### src/rtl/fxp_mac.sv
module fxp_mac #(
  parameter int OP_W  = 24,
  parameter int GUARD = 8
) (
  input  logic                      clk,
  input  logic                      rst_n,
  input  logic                      en,
  input  logic                      clr,
  input  logic                      sub,
  input  logic                      sat_en,
  input  logic [1:0]                rnd_mode,
  input  logic signed [OP_W-1:0]    a,
  input  logic signed [OP_W-1:0]    b,
  output logic [2*OP_W+GUARD-1:0]   acc,
  output logic [OP_W-1:0]           res,
  output logic                      ovf
);
  localparam int PW = 2*OP_W;
  localparam int AW = PW + GUARD;
  localparam int QW = AW + 1 - OP_W;

  logic signed [AW-1:0] acc_q;
  logic                 ovf_q;

  logic signed [PW-1:0] raw, prod;
  logic                 both_min;
  assign raw      = a * b;
  assign both_min = (a == {1'b1, {(OP_W-1){1'b0}}}) && (b == {1'b1, {(OP_W-1){1'b0}}});
  assign prod     = both_min ? {1'b0, {(PW-1){1'b1}}} : (raw <<< 1);

  logic signed [AW:0] addend, base, sum;
  logic               acc_ovf;
  logic [AW-1:0]      acc_d;
  assign addend  = sub ? -{{(GUARD+1){prod[PW-1]}}, prod} : {{(GUARD+1){prod[PW-1]}}, prod};
  assign base    = clr ? '0 : {acc_q[AW-1], acc_q};
  assign sum     = base + addend;
  assign acc_ovf = sum[AW] != sum[AW-1];
  assign acc_d   = (acc_ovf && sat_en) ? (sum[AW] ? {1'b1, {(AW-1){1'b0}}} : {1'b0, {(AW-1){1'b1}}})
                                       : sum[AW-1:0];

  logic [AW:0]   half, rsum;
  logic          rnd_on, tie;
  logic [QW-1:0] q;
  logic          st_ovf;
  assign rnd_on = (rnd_mode == 2'b01) || (rnd_mode == 2'b10);
  assign half   = (AW+1)'(1) << (OP_W-1);
  assign rsum   = {acc_q[AW-1], acc_q} + (rnd_on ? half : '0);
  assign tie    = (rnd_mode == 2'b10) && (acc_q[OP_W-1:0] == half[OP_W-1:0]);
  assign q      = {rsum[AW:OP_W+1], rsum[OP_W] & ~tie};
  assign st_ovf = !((&q[QW-1:OP_W-1]) || !(|q[QW-1:OP_W-1]));
  assign res    = (st_ovf && sat_en) ? (q[QW-1] ? {1'b1, {(OP_W-1){1'b0}}} : {1'b0, {(OP_W-1){1'b1}}})
                                     : q[OP_W-1:0];

  always_ff @(posedge clk) begin
    if (!rst_n) begin
      acc_q <= '0;
      ovf_q <= 1'b0;
    end else begin
      if (en) acc_q <= acc_d;
      if (en && clr) ovf_q <= 1'b0;
      else           ovf_q <= ovf_q | st_ovf | (en & acc_ovf);
    end
  end

  assign acc = acc_q;
  assign ovf = ovf_q;

  assert_hold_R3: assert property (@(posedge clk) disable iff (!rst_n)
    !en |=> $stable(acc_q));
  assert_clear_R7: assert property (@(posedge clk) disable iff (!rst_n)
    (en && clr) |=> !ovf_q);
  assert_sticky_R7: assert property (@(posedge clk) disable iff (!rst_n)
    (ovf_q && !(en && clr)) |=> ovf_q);
  assert_sat_sign_R4: assert property (@(posedge clk) disable iff (!rst_n)
    (en && sat_en && !clr && !sub && !acc_q[AW-1] && !prod[PW-1]) |=> !acc_q[AW-1]);
  assert_even_tie_R5: assert property (@(posedge clk) disable iff (!rst_n)
    (tie && !st_ovf) |-> !res[0]);
endmodule

### config.mk
export PLATFORM = sky130hd
export DESIGN_NAME = fxp_mac
export DESIGN_NICKNAME = d
export VERILOG_FILES = /design/src/rtl/fxp_mac.sv
export SDC_FILE = /design/constraint.sdc
export NUM_CORES = 2
export LEC_CHECK = 0
export ABC_AREA = 0
export BUFFER_PORTS_ARGS = -buffer_cell sky130_fd_sc_hd__buf_2
export CAP_MARGIN = 20
export CORE_MARGIN = 2
export CORE_UTILIZATION = 35
export CTS_CLUSTER_DIAMETER = 150
export DETAILED_ROUTE_END_ITERATION = 16
export PLACE_DENSITY = 0.52
export SYNTH_ARGS = -nofsm -noshare
export SYNTH_HDL_FRONTEND = slang
export SYNTH_SLANG_ARGS = --single-unit
### constraint.sdc
create_clock -name clk -period 17.3 [get_ports clk]
set_input_delay 3.46 -clock clk [delete_from_list [all_inputs] [get_ports clk]]
set_output_delay 3.46 -clock clk [all_outputs]
set_load 0.1 [all_outputs]
## After elaboration in Yosys (flattened, before gate mapping)

Cells that the tools add are included.

- Add/subtract/negate cells: 3
- Multiply operators: 1
- Divide/modulo/power cells: 0
- Magnitude comparators: 0
- Eq/ne operators: 6
- Shifts and indexed selects: 0
- Mux-type cells: 8
- Bitwise gates (word level): 6
- Reduce and logical (&&, ||, !) cells: 12

Operator list:

| operator | count |
|---|---|
| 57-bit 2-to-1 mux | 2 |
| 56-bit 2-to-1 mux | 2 |
| 24-bit equality test (second input constant) | 3 |
| 24-bit 2-to-1 mux | 3 |
| 56-bit by 25-bit adder with 57-bit output | 1 |
| 57-bit adder | 1 |
| 57-bit negation | 1 |
| 48-bit 2-to-1 mux | 1 |
| 24-bit by 24-bit multiplier with 47-bit output | 1 |
| 10-bit AND reduction | 1 |
| 10-bit OR reduction | 1 |
| 1-bit logical AND | 5 |
| 1-bit AND | 2 |
| 2-bit by 1-bit equality test with 1-bit output (second input constant) | 1 |
| 2-bit equality test (second input constant) | 1 |
| 1-bit logical NOT | 2 |
| 1-bit logical OR | 2 |
| 1-bit NOT | 2 |
| 1-bit bitwise OR | 2 |
| 2-bit OR reduction | 1 |
| 1-bit inequality test | 1 |

- Bits in registers: 57
- Latch bits: 0
- RAM bits: 0
- Memory bits (read-only): 0
- Input bits: 56
- Output and inout bits: 81
- Logic and storage cells: 38
- Memories kept: 0

## Depth between registers and ports, before layout

- Word-level depth: 10
- Depth in mapped cells: 46
- Depth with buffers taken out: 41

## Worst setup path before layout

OpenSTA, ideal clock, no wires.

- Path type: input to register
- Start: in b[0]
- End: reg acc_q[2] (netlist: acc[2])
- Data arrival time: 14.036 ns
- Path slack: 3.109 ns
- Cell stages on the path: 40
- Cell sequence: clkbuf_1 > clkbuf_1 > nand2_1 > inv_1 > fa_1 > fa_1 > inv_1 > fa_1 > inv_1 > fa_1 > fa_1 > fa_1 > inv_1 > fa_1 > inv_1 > ha_1 > clkbuf_1 > a21oi_1 > [... 4 more ...] > o311ai_0 > o211ai_1 > or4_1 > or4_1 > buf_2 > and2_1 > ha_1 > and3_1 > nand2_1 > or3_1 > o2111a_1 > o311ai_0 > nand3_1 > and4_4 > buf_6 > o31ai_4 > buf_6 > a311oi_2

- Cells in the longest elaborated chain, start to end: 9
- Elaborated cells on any way between the ends: 11
- Classes of those cells: add/sub: 2; mul: 1; eq/ne: 2; mux: 4; reduce/logical: 2

RTL lines:

| item | RTL line | RTL |
|---|---|---|
| start, declared | 13 | `input logic signed [OP_W-1:0] b,` |
| branches (longest 2 deep; another with 24-bit by 24-bit multiplier with 47-bit output) | -- |  |
| 48-bit 2-to-1 mux (*) | 29 | `assign prod = both_min ? {1'b0, {(PW-1){1'b1}}} : (raw <<< 1);` |
| 57-bit negation | 34 | `assign addend = sub ? -{{(GUARD+1){prod[PW-1]}}, prod} : {{(GUARD+1){prod[PW-1]}}, prod};` |
| 57-bit 2-to-1 mux (*) | 34 |  |
| 57-bit adder (*) | 36 | `assign sum = base + addend;` |
| 1-bit inequality test | 37 | `assign acc_ovf = sum[AW] != sum[AW-1];` |
| 1-bit logical AND | 38 | `assign acc_d = (acc_ovf && sat_en) ? (sum[AW] ? {1'b1, {(AW-1){1'b0}}} : {1'b0, {(AW-1){1'b1}}})` |
| 56-bit 2-to-1 mux (*) | 38 |  |
| end signal, assigned | 56 | `acc_q <= '0;` |
| end signal, assigned | 59 | `if (en) acc_q <= acc_d;` |
| end, declared | 22 | `logic signed [AW-1:0] acc_q;` |

Mark *: on every way between the ends.
A chain may end at the register's enable or synchronous reset.

## Worst setup path after layout

- Start: in b[0]
- End: reg acc_q[19] (netlist: acc[19])

The elaborated chain is that of the path after synthesis.

==> flow_metrics.py <==
metrics = {
    "critical_path": {
        "cpMaxStageDelayCell": "a311oi_1",
        "crit_path_end_kind": "register",
        "crit_end": "acc[19]",
        "reg2regPathDepth": 17,
        "setup.worst_path.class": "primary input to register",
        "worstPathRequired_ns": 17.46,
        "timing.rr.start": "acc[0]",
        "path_buf_inv": 7,
        "crit_top_cell": "fa_1",
        "worst-path-stages": 36,
        "worstSetupStartpointType": "primary input",
        "r2r_slack_ns": 12.29,
        "crit_arrival_ns": 15.48,
        "critPathMaxFanout": 53,
        "startpoint": "b[0]",
        "critical-path-top-delay-family": "adder cells",
        "crit_path_max_incr_delay_ns": 0.77,
        "r2r-end": "acc[19]",
    },
    "floorplanning": {
        "fp-row-count": 106,
        "die_h_um": 293.2,
        "die_area_mm2": 0.08599,
        "pin_count": 137,
        "core_mm2": 0.08329,
        "fp.dieW_um": 293.2,
        "initial_utilization": 0.3516,
    },
    "clock_network": {
        "cts_buffers": 9,
        "clkSinkCount": 57,
        "clockRootBuffer": "clkbuf_16",
        "htree_levels": 3,
        "cts_resized": 0,
        "cts_max_path_buffers": 2,
        "cts_setup_buffers": 0,
        "worstSkewPairLatency_ns": 0.33,
        "postCtsHoldBufs": 0,
        "path_clk_slew_ns": 0.05,
        "cts_tree": "yes",
    },
    "global_routing": {
        "grt_usage": 0.1955,
        "grt_pass1_vias": 24760,
        "antenna_found_initial": 4,
        "grt_pass1_wl_um": 134500,
        "grt_overflow": 0,
        "grt_max_degree": 77,
    },
    "logic_synthesis": {
        "syn_inst": 3446,
        "syn-cell-area_mm2": 0.02928,
        "ys_seq_area_frac": 0.03897,
        "post_synth_num_cell_types": 86,
        "synth-seq-cells": 57,
        "syn-num-nets": 4292,
        "synth_largest_area_cell": "fa_1",
        "netlist_top_cells_area": "fa_1 41%, ha_1 8.1%, inv_1 7.9%",
        "synth-async-reset-ratio": 0,
        "synth_top_area_frac": 0.4102,
        "synth_edf_count": 0,
        "ys.flop_type": "dfxtp_1",
        "ys_warn_count": 0,
        "syn_area_per_cell_um2": 8.497,
    },
    "detailed_routing": {
        "wirelength_um": 80440,
        "drt_iter0_drc": 998,
        "routed_via_density": 5.122,
        "drc_errors": 0,
        "ant_nets": 0,
        "vias": 23100,
        "wl_per_cell_um": 17.84,
        "dr.pass1.iters": 5,
    },
    "sta": {
        "finalSetupTns_ns": 0,
        "drv_slew": 0,
        "final-setup-viol-count": 0,
        "max_freq_ghz": 0.06529,
        "hold_viol_final": 0,
        "skew_ns": 0.007639,
        "fin_crit_sh": 0.8853,
        "finalCriticalPeriod_ns": 15.32,
        "maxSlewHeadroom": 0.3399,
        "worst_pin_slew_ns": 0.9834,
        "rsz0062_at_grt": "false",
    },
    "hold_path": {
        "hp-class": "register to register",
    },
    "cells_and_area": {
        "layout-drive-gt1-share": 0.05949,
        "final_nets": 4270,
        "area_delta_synth_final_pct": 5.888,
        "fin_util": 0.3723,
    },
    "placed_design": {
        "gp_congestion": 0.8436,
        "port_buffers": 136,
        "dpl.hpwl_um": 65370,
    },
    "outcome": {
        "status": "finished clean",
    },
    "job": {
        "maxCapViolCount": 0,
    },
}
-- layout by cell type, fill, tap and decap left out, types with 57 or more instances in the layout --
master / synthesis / routed
a21o_1: 63 / 63
a21oi_1: 121 / 121
and2_1: 293 / 293
buf_2: 7 / 135
dfxtp_1: 57 / 57
fa_1: 600 / 600
ha_1: 190 / 190
inv_1: 620 / 620
nand2_1: 395 / 395
nor2_1: 145 / 145
nor2b_1: 75 / 75
o21ai_0: 111 / 111
xnor2_1: 71 / 71
xor2_1: 72 / 72
-- flip-flops by register name (all words and copies together) (netlist names) --
signal	flops
acc	56
ovf	1
-- metrics by stage --
stage | hold slack, ns | area [um^2] | cells | setup WS [ns]
after global placement | 0.4966 | 30670 | 4493 | 1.879
after detailed placement | 0.4992 | 30670 | 4493 | 1.766
after CTS | 0.5123 | 31000 | 4509 | 2.070
final | 0.4989 | 31000 | 4510 | 1.984
after global routing | 0.5427 | 31000 | 4510 | 1.115
after floorplan | 0.9300 | 29280 | 3446 | 3.109
-- layer usage --
metal,vias up,share of wire,track usage
li1,10840,-,-
met1,11790,0.41,0.2423
met2,380,0.54,0.3712
met3,85,0.026,0.01157
met4,2,0.023,0.04206
met5,-,0.00016,0
-- layout make-up --
type | count | area [um^2]
Sequential cell | 57 | 1141
Tap cell | 1080 | 1351
Clock inverter | 7 | 102.6
Fill cell | 8641 | 52290
Antenna cell | 1 | 2.502
Inverter | 621 | 2331
Multi-Input combinational cell | 2588 | 25090
Timing Repair Buffer | 147 | 765.7
Clock buffer | 9 | 225.2
-- cells in the mapped netlist (7+ instances only) --
| master | count |
|---|---|
| nor2b_1 | 75 |
| nand3_1 | 44 |
| o21a_1 | 19 |
| nand4_1 | 25 |
| o21ai_0 | 111 |
| a21oi_1 | 121 |
| xor2_1 | 72 |
| inv_1 | 620 |
| and2_1 | 293 |
| o21bai_1 | 16 |
| buf_6 | 7 |
| a211oi_1 | 15 |
| clkbuf_1 | 164 |
| buf_2 | 7 |
| o31ai_1 | 7 |
| fa_1 | 600 |
| a211o_1 | 7 |
| mux2i_1 | 10 |
| a21o_1 | 63 |
| or3_1 | 7 |
| o211ai_1 | 13 |
| ha_1 | 190 |
| nand2_1 | 395 |
| nor4_1 | 16 |
| a311oi_1 | 45 |
| and3_1 | 22 |
| dfxtp_1 | 57 |
| xnor2_1 | 71 |
| and4_1 | 12 |
| or2_2 | 8 |
| nand2b_1 | 15 |
| a31oi_1 | 20 |
| nor3_1 | 35 |
| a311oi_2 | 10 |
| nor2_1 | 145 |
-- worst min-delay path: stages, from the launching register on --
cell and delay [ns]:
dfxtp_1 0.32, o21ai_0 0.09, nand3_1 0.07
-- kinds of logic (layout without fill, tap and decap cells) --
logic type / count (synthesis) / after routing / synth area share
adder cells (fa/ha/maj): 790 / 790 / 0.4914
other: 0 / 1 / 0
AO/OA/AOI/OAI: 521 / 521 / 0.1233
XOR/XNOR: 143 / 143 / 0.04277
AND/OR/NAND/NOR: 1123 / 1123 / 0.1949
flip-flops: 57 / 57 / 0.03897
multiplexers: 11 / 11 / 0.003803
buffers and inverters: 801 / 784 / 0.1048
-- worst min-delay path by stage --
stage / end / slack [ns] / cells past startpoint / from
3_5_place_dp: ovf / 0.50 / 2 / ovf
5_1_grt: acc[14] / 0.54 / 2 / acc[14]
2_1_floorplan: acc[0] / 0.93 / 2 / acc[0]
3_3_place_gp: ovf / 0.50 / 2 / ovf
4_1_cts: ovf / 0.51 / 2 / ovf
6_report: ovf / 0.50 / 2 / ovf
Power is not shown: default switching activity piles up to over one toggle a cycle in this logic, so the estimate is an artifact.
